[config.mk]
export PLATFORM = sky130hd
export DESIGN_NAME = wand_stimulus
export DESIGN_NICKNAME = d
export VERILOG_FILES = /design/src/rtl/wand_stim_pkg.sv /design/src/rtl/wand_step_ctrl.sv /design/src/rtl/wand_vec_form.sv /design/src/rtl/wand_chk.sv /design/src/rtl/wand_stimulus.sv
export SDC_FILE = /design/constraint.sdc
export NUM_CORES = 1
export LEC_CHECK = 0
export BUFFER_PORTS_ARGS = -buffer_cell sky130_fd_sc_hd__buf_2
export CORE_ASPECT_RATIO = 1.5
export CORE_UTILIZATION = 52
export DETAILED_ROUTE_END_ITERATION = 7
export PLACE_DENSITY = 0.81
export SETUP_SLACK_MARGIN = 0.4
export SYNTH_ARGS = -nofsm -noshare
export SYNTH_HDL_FRONTEND = slang
export SYNTH_SLANG_ARGS = --single-unit
[constraint.sdc]
create_clock -name clk -period 2.1 [get_ports clk]
set_input_delay 0.315 -clock clk [delete_from_list [all_inputs] [get_ports clk]]
set_output_delay 0.315 -clock clk [all_outputs]
set_load 0.05 [all_outputs]
[src/rtl/wand_stim_pkg.sv]
package wand_stim_pkg;

    typedef enum logic [2:0] {
        PH_IDLE  = 3'd0,
        PH_BASIC = 3'd1,
        PH_PAIR  = 3'd2,
        PH_FILL  = 3'd3,
        PH_FIN   = 3'd4
    } phase_e;

    localparam int PHASE_W = 3;

    function automatic logic phase_running(phase_e p);
        return (p == PH_BASIC) || (p == PH_PAIR) || (p == PH_FILL);
    endfunction

endpackage

[src/rtl/wand_step_ctrl.sv]
module wand_step_ctrl
    import wand_stim_pkg::*;
#(
    parameter int W  = 24,
    parameter int KW = $clog2(W + 4),
    parameter int PW = $clog2(W)
) (
    input  logic          clk,
    input  logic          rst,
    input  logic          start,
    input  logic          step_en,
    output phase_e        phase,
    output logic [KW-1:0] k,
    output logic [PW-1:0] pi,
    output logic [PW-1:0] pj,
    output logic          sub,
    output logic          done
);

    localparam logic [KW-1:0] BASIC_LAST = KW'(W + 3);
    localparam logic [KW-1:0] FILL_LAST  = KW'(W);
    localparam logic [PW-1:0] PJ_LAST    = PW'(W - 1);
    localparam logic [PW-1:0] PI_LAST    = PW'(W - 2);

    phase_e        ph_n;
    logic [KW-1:0] k_n;
    logic [PW-1:0] pi_n, pj_n;
    logic          sub_n, done_n;

    always_comb begin
        ph_n   = phase;
        k_n    = k;
        pi_n   = pi;
        pj_n   = pj;
        sub_n  = sub;
        done_n = 1'b0;
        if (!phase_running(phase)) begin
            if (start) begin
                ph_n  = PH_BASIC;
                k_n   = '0;
                pi_n  = '0;
                pj_n  = '0;
                sub_n = 1'b0;
            end
        end else if (step_en) begin
            unique case (phase)
                PH_BASIC: begin
                    if (k == BASIC_LAST) begin
                        ph_n  = PH_PAIR;
                        pi_n  = '0;
                        pj_n  = PW'(1);
                        sub_n = 1'b0;
                    end else begin
                        k_n = k + KW'(1);
                    end
                end
                PH_PAIR: begin
                    if (!sub) begin
                        sub_n = 1'b1;
                    end else if (pj != PJ_LAST) begin
                        pj_n  = pj + PW'(1);
                        sub_n = 1'b0;
                    end else if (pi != PI_LAST) begin
                        pi_n  = pi + PW'(1);
                        pj_n  = pi + PW'(2);
                        sub_n = 1'b0;
                    end else begin
                        ph_n = PH_FILL;
                        k_n  = '0;
                    end
                end
                PH_FILL: begin
                    if (k == FILL_LAST) begin
                        ph_n   = PH_FIN;
                        done_n = 1'b1;
                    end else begin
                        k_n = k + KW'(1);
                    end
                end
                default: ph_n = PH_IDLE;
            endcase
        end
    end

    always_ff @(posedge clk) begin
        if (rst) begin
            phase <= PH_IDLE;
            k     <= '0;
            pi    <= '0;
            pj    <= '0;
            sub   <= 1'b0;
            done  <= 1'b0;
        end else begin
            phase <= ph_n;
            k     <= k_n;
            pi    <= pi_n;
            pj    <= pj_n;
            sub   <= sub_n;
            done  <= done_n;
        end
    end

    AST_PAIR_ORDERED: assert property (@(posedge clk) disable iff (rst)
        (phase == PH_PAIR) |-> (pi < pj));

    AST_DONE_SINGLE: assert property (@(posedge clk) disable iff (rst)
        done |=> !done);

    AST_DONE_ON_FINISH: assert property (@(posedge clk) disable iff (rst)
        done |-> (phase == PH_FIN));

endmodule

[src/rtl/wand_vec_form.sv]
module wand_vec_form
    import wand_stim_pkg::*;
#(
    parameter int W  = 24,
    parameter int KW = $clog2(W + 4),
    parameter int PW = $clog2(W)
) (
    input  phase_e        phase,
    input  logic [KW-1:0] k,
    input  logic [PW-1:0] pi,
    input  logic [PW-1:0] pj,
    input  logic          sub,
    output logic [W-1:0]  vec
);

    localparam logic [W-1:0]  ONES = '1;
    localparam logic [W-1:0]  LSB  = W'(1);
    localparam logic [KW-1:0] TOP1 = KW'(W + 2);
    localparam logic [KW-1:0] TOP0 = KW'(W + 3);

    logic [PW-1:0] zpos;

    always_comb begin
        zpos = sub ? pj : pi;
        vec  = '0;
        unique case (phase)
            PH_BASIC: begin
                if (k == KW'(0) || k == TOP0)
                    vec = '0;
                else if (k == KW'(1) || k == TOP1)
                    vec = ONES;
                else
                    vec = ~(LSB << (k - KW'(2)));
            end
            PH_PAIR: vec = ~(LSB << zpos);
            PH_FILL: vec = ~(ONES << k);
            default: vec = '0;
        endcase
    end

endmodule

[src/rtl/wand_chk.sv]
module wand_chk #(
    parameter int W = 24
) (
    input  logic         clk,
    input  logic         rst,
    input  logic [W-1:0] vec,
    input  logic         and_in,
    output logic         err,
    output logic [W-1:0] err_vec
);

    logic         and_q;
    logic [W-1:0] vec_q;
    logic         mism;

    always_ff @(posedge clk) begin
        if (rst) begin
            and_q <= 1'b0;
            vec_q <= '0;
        end else begin
            and_q <= and_in;
            vec_q <= vec;
        end
    end

    assign mism = and_q != (&vec_q);

    always_ff @(posedge clk) begin
        if (rst) begin
            err     <= 1'b0;
            err_vec <= '0;
        end else if (mism && !err) begin
            err     <= 1'b1;
            err_vec <= vec_q;
        end
    end

    AST_ERR_STICKY: assert property (@(posedge clk) disable iff (rst)
        err |=> err);

    AST_ERR_VEC_HELD: assert property (@(posedge clk) disable iff (rst)
        err |=> $stable(err_vec));

endmodule

[src/rtl/wand_stimulus.sv]
module wand_stimulus
    import wand_stim_pkg::*;
#(
    parameter int W = 24
) (
    input  logic                clk,
    input  logic                rst,
    input  logic                start,
    input  logic                step_en,
    input  logic                and_in,
    output logic [W-1:0]        vec,
    output logic [PHASE_W-1:0]  phase,
    output logic                busy,
    output logic                done,
    output logic                err,
    output logic [W-1:0]        err_vec
);

    localparam int KW = $clog2(W + 4);
    localparam int PW = $clog2(W);

    phase_e        ph;
    logic [KW-1:0] k;
    logic [PW-1:0] pi, pj;
    logic          sub;

    wand_step_ctrl #(.W(W), .KW(KW), .PW(PW)) u_ctrl (
        .clk(clk), .rst(rst), .start(start), .step_en(step_en),
        .phase(ph), .k(k), .pi(pi), .pj(pj), .sub(sub), .done(done)
    );

    wand_vec_form #(.W(W), .KW(KW), .PW(PW)) u_form (
        .phase(ph), .k(k), .pi(pi), .pj(pj), .sub(sub), .vec(vec)
    );

    wand_chk #(.W(W)) u_chk (
        .clk(clk), .rst(rst), .vec(vec), .and_in(and_in),
        .err(err), .err_vec(err_vec)
    );

    assign phase = ph;
    assign busy  = phase_running(ph);

    AST_HOLD_NO_STEP: assert property (@(posedge clk) disable iff (rst)
        (busy && !step_en) |=> ($stable(vec) && $stable(phase)));

    AST_PAIR_ONE_ZERO: assert property (@(posedge clk) disable iff (rst)
        (phase == 3'd2) |-> ($countones(~vec) == 1));

    AST_FILL_MONOTONIC: assert property (@(posedge clk) disable iff (rst)
        (phase == 3'd3) |=> ((phase != 3'd3) || ((vec & $past(vec)) == $past(vec))));

    AST_FIN_ZERO: assert property (@(posedge clk) disable iff (rst)
        (phase == 3'd4) |-> (vec == '0));

endmodule

==> impl_metrics.toml, run 1 <==
[cts]
cts_num_sinks = 70
root_buffer = "clkbuf_16"
cts_buffers = 9
cts_buffer_depth = 2
ctsHoldBuffers = 0
htree_levels = 3

[floorplanning]
die_w_um = 74.12
start_util_pct = 53.63
io_pins = 59
fp.dieH_um = 110.2
rows = 39

[logic_synthesis]
synth_nets = 547
post_synth_num_cell_types = 51
synth_edf_count = 0
synth_cells = 528
avgSynthCellArea_um2 = 7.683
ys.flop_type = "dfxtp_1"
yosys_register_bits = 70
syn_area_um2 = 4056
synth_warnings = 0
async_reset_ff_share_pct = 0
ys_seq_area_share_pct = 34.55

[run_status]
first-error = "[ERROR GRT-0232] Routing congestion too high. Check the congestion heatmap in the GUI."
outcome = "stopped before the end"
stop_stage = "5_1_grt"

[global_route]
grt_usage_pct = 73.13
overflow = 55
grt_max_degree = 37

[place]
portBuffers = 58
dp_hpwl_um = 10180
gp_congestion = 1.065
==> kinds of logic after synthesis <==
group                    synth area share (%)
buffers and inverters                   5.244
multiplexers                            7.742
adder cells (fa/ha/maj)                 4.318
AND/OR/NAND/NOR                         25.69
AO/OA/AOI/OAI                           21.38
XOR/XNOR                                1.080
flip-flops                              34.55
==> per-layer routing <==
| metal | overflow | track usage (%) |
|---|---|---|
| met5 | 0 | 13.19 |
| met4 | 23 | 82.69 |
| met3 | 1 | 51.91 |
| met2 | 30 | 93.70 |
| met1 | 1 | 69.37 |
==> through the flow <==
step                cells  setup TNS, ns  instance area (µm²)  setup WS (ns)  hold slack, ns
floorplan             528              0                 4717        0.05175          0.4380
global placement      739        -0.8519                 5604        -0.1143          0.4386
detailed placement    739         -1.370                 5604        -0.1354          0.4524
CTS                   790         -8.238                 6812        -0.3949          0.1884
==> cell usage after synthesis (6+ instances only) <==
cell type | number | area share [%]
nand2_1 | 80 | 7.4
dfxtp_1 | 70 | 35
nor2_1 | 50 | 4.6
a21oi_1 | 44 | 5.4
o21ai_0 | 43 | 5.3
mux2i_1 | 28 | 6.9
clkbuf_1 | 23 | 2.1
nand3_1 | 18 | 2.2
o22ai_1 | 16 | 2.5
ha_1 | 14 | 4.3
inv_1 | 13 | 1.2
a31oi_1 | 11 | 1.7
buf_2 | 11 | 1.4
nand2b_1 | 10 | 1.5
nand4_1 | 7 | 1.1
or3_1 | 6 | 0.93
==> timing repair <==
action	4_1_cts
resized for setup	161
pin swaps	52
setup endpoints to repair	70
setup buffers	33
gates cloned	3
==> inputs of run 2 (changes only) <==
--- a/config.mk
+++ b/config.mk
@@ -6,11 +6,9 @@
 export NUM_CORES = 1
 export LEC_CHECK = 0
 export BUFFER_PORTS_ARGS = -buffer_cell sky130_fd_sc_hd__buf_2
-export CORE_ASPECT_RATIO = 1.5
-export CORE_UTILIZATION = 52
+export CORE_UTILIZATION = 40
 export DETAILED_ROUTE_END_ITERATION = 7
-export PLACE_DENSITY = 0.81
-export SETUP_SLACK_MARGIN = 0.4
+export PLACE_DENSITY_LB_ADDON = 0.15
 export SYNTH_ARGS = -nofsm -noshare
 export SYNTH_HDL_FRONTEND = slang
 export SYNTH_SLANG_ARGS = --single-unit
==> constraint.sdc (replaced) <==
create_clock -name clk -period 2.7 [get_ports clk]
set_input_delay 0.405 -clock clk [delete_from_list [all_inputs] [get_ports clk]]
set_output_delay 0.405 -clock clk [all_outputs]
set_load 0.05 [all_outputs]
==> impl_metrics.toml, run 2 <==
[power]
p_int_w = 0.001581
leakage_nw = 2.040
p_seq_share_pct = 47.9
clock_power_share_pct = 40.7
vdd_ir_drop_max_uv = 200.1
swShare_pct = 28.19
netSwitchingPower_w = 0.0006207
p_per_area_nw_per_um2 = 427.6
comb_power_share_pct = 11.4

[place]
gp_congestion = 1.001
post_dp_cell_area_um2 = 4617
portBuffers = 58
dp_hpwl_um = 8835
placedCellCount = 711

[global_route]
grt_pass1_vias = 3801
antenna_found_initial = 0
grt_pass1_wl_um = 19230
grt_usage_pct = 23.94
overflow = 0
grt_max_degree = 44

[floorplanning]
dieArea_um2 = 10550
start_util_pct = 41.31
fp.dieH_um = 102.7
coreArea_um2 = 9819
die_w_um = 102.7
rows = 36
io_pins = 59

[setup_path]
crit_buf_inv = 2
crit_fanout = 8
cp_slowest_cell = "or3b_4"
cp-start-kind = "register"
critPathTopFamily = "simple AND/OR/NAND/NOR gates"
cp_common_cell = "buf_6"
worstPathCellList = "buf_6 > ha_4 > and3_4 > o21ai_2 > or3b_4 > nor2_4 > o21ai_1 > buf_6"
crit_arrival_ns = 2.25
path_class = "register to output pin"
cpPeakStageDelay_ns = 0.52
r2r_slack_ns = 0.57
endpoint_kind = "output pin"
cp.required_ns = 2.30

[logic_synthesis]
synth_xor_area_share_pct = 1.080
synth_cells = 528
synth_warnings = 0
ys.flop_type = "dfxtp_1"
synth.most_common_cell = "nand2_1"
synth_nets = 547
synthTopCellsByArea = "dfxtp_1, nand2_1, mux2i_1, a21oi_1, o21ai_0"
syn_area_um2 = 4056
post_synth_num_cell_types = 51
yosys.area.top_type_share_pct = 34.55
async_reset_ff_share_pct = 0
synth_edf_count = 0
yosys.area.top_type = "dfxtp_1"
synthSimpleGateAreaFrac_pct = 25.69
synthMuxAreaShare_pct = 7.742
ys_seq_area_share_pct = 34.55
synth-compound-area-share_pct = 21.38
yosys.area_share.adder_pct = 4.318
synth_top_family_by_area = "simple AND/OR/NAND/NOR gates"
avgSynthCellArea_um2 = 7.683
synthTopCellsByCount = "nand2_1, dfxtp_1, nor2_1"
yosys_register_bits = 70

[run_status]
outcome = "completed"

[cells_and_area]
mostFrequentLayoutCells = "nand2_1, dfxtp_1, buf_2"
reg.largest.list = "u_chk.err_vec: 24 flops, u_chk.vec_q: 24 flops"
drive_above_1_share_pct = 29.77
fillers = 989
syn_to_final_growth_pct = 26.93
insertedDiodeCount = 0
final_common_cell = "nand2_1"
seq_area_um2 = 1416
final_nets = 612
fin_cells = 731
final_util_pct = 52.43
final_area_um2 = 5149
multi_input_area_um2 = 2691

[sta]
max_freq_mhz = 376.4
fin_crit_ns = 2.656
finalSetupViolCount = 0
slew_headroom_pct = 51.42
tightestPinTransition_ns = 0.7287
hold_viol_final = 0
rsz0062_at_grt = "true"
fin_worst_skew_ns = 0.01111
maxSlewViolCount = 0
min_period_over_period_pct = 98.39

[drt]
totalWireLength_um = 12100
vias_per_cell = 5.565
first_iter_violations = 220
routedWlPerCell_um = 16.55
drc = 0
ant_nets = 0
route.vias.total = 4068
drtPass1Iterations = 5

[run]
drv_cap = 0

[cts]
ctsHoldBuffers = 0
clkLatencyLatePin_ns = 0.36
cts_tree = "done"
cts_buffer_depth = 2
clk_pin_slew_worst_paths_ns = 0.08
cts_buffers = 9
cts_num_sinks = 70
htree_levels = 3
root_buffer = "clkbuf_8"

[worst_hold_path]
hp-class = "primary input to register"
[run 2: cell counts after synthesis]
No cell type changed its count.
[run 2: kinds of logic (layout without fill, tap and decap cells)]
kind of cell | count (synthesis) | in the layout
muxes | 31 | 31
AOI/OAI and AO/OA | 144 | 144
DFF | 70 | 70
and+or+nand+nor | 215 | 215
xor gates and xnor gates | 5 | 5
adders and majority gates | 14 | 14
buffers and inverters | 49 | 119
[run 2: cell type report]
cell class / instances / share of cell area [%]
inverters: 13 / 0.9964
clock buffers: 10 / 2.673
multi-input cells: 409 / 52.27
repair buffers: 90 / 11.98
clock inverters: 6 / 1.337
flip-flops and latches: 70 / 27.51
well taps: 133 / 3.232
[run 2: through the flow]
| stage | setup slack (ns) | total power [W] | setup TNS (ns) | hold slack (ns) |
|---|---|---|---|---|
| floorplan | -0.3766 | 0.001246 | -4.038 | 0.4380 |
| global placement | 0.1812 | 0.001309 | 0 | 0.4397 |
| detailed placement | 0.04735 | 0.001311 | 0 | 0.4465 |
| CTS | -0.02817 | 0.002214 | -0.05141 | 0.2529 |
| global route | -0.04390 | 0.002286 | -0.3792 | 0.2562 |
| finish | 0.04357 | 0.002202 | 0 | 0.2652 |
[run 2: power groups by stage]
stage                     registers (W)  clock network, W  logic [W]
final                           0.00106          0.000896   0.000251
after CTS                       0.00106          0.000924   0.000232
after global placement          0.00108                 0   0.000228
after detailed placement        0.00108                 0   0.000229
after floorplan                 0.00109                 0   0.000155
after global routing            0.00106          0.000958   0.000271
[run 2: what timing repair did]
| action | in CTS | in global routing |
|---|---|---|
| buffers inserted | 0 | 4 |
| resized for setup | 30 | 75 |
| gates cloned | 0 | 0 |
| pin swaps | 1 | 8 |
| setup endpoints to repair | 24 | 24 |
[run 2: final timing paths]
| kind | start | end | cells after the start |
|---|---|---|---|
| max reg2reg | u_ctrl.k[2]$_SDFFE_PP0P_ | u_chk.vec_q[6]$_SDFF_PP0_ | 6 |
| min reg2reg | u_chk.vec_q[2]$_SDFF_PP0_ | u_chk.err_vec[2]$_SDFFE_PP0P_ | 2 |
| min | and_in | u_chk.and_q$_SDFF_PP0_ | 2 |
| max | u_ctrl.k[1]$_SDFFE_PP0P_ | vec[0] | 8 |
[run 2: routing by layer]
metal	wire length (µm)	part of all wire (%)	vias to the layer above	global-route usage, %
met5	0	0	-	0
met1	5623	46	1932	32.99
met2	5541	46	111	36.77
met3	741	6.1	17	6.034
li1	-	-	2008	-
met4	189	1.6	0	7.033
(Power assumes the default switching activity.)
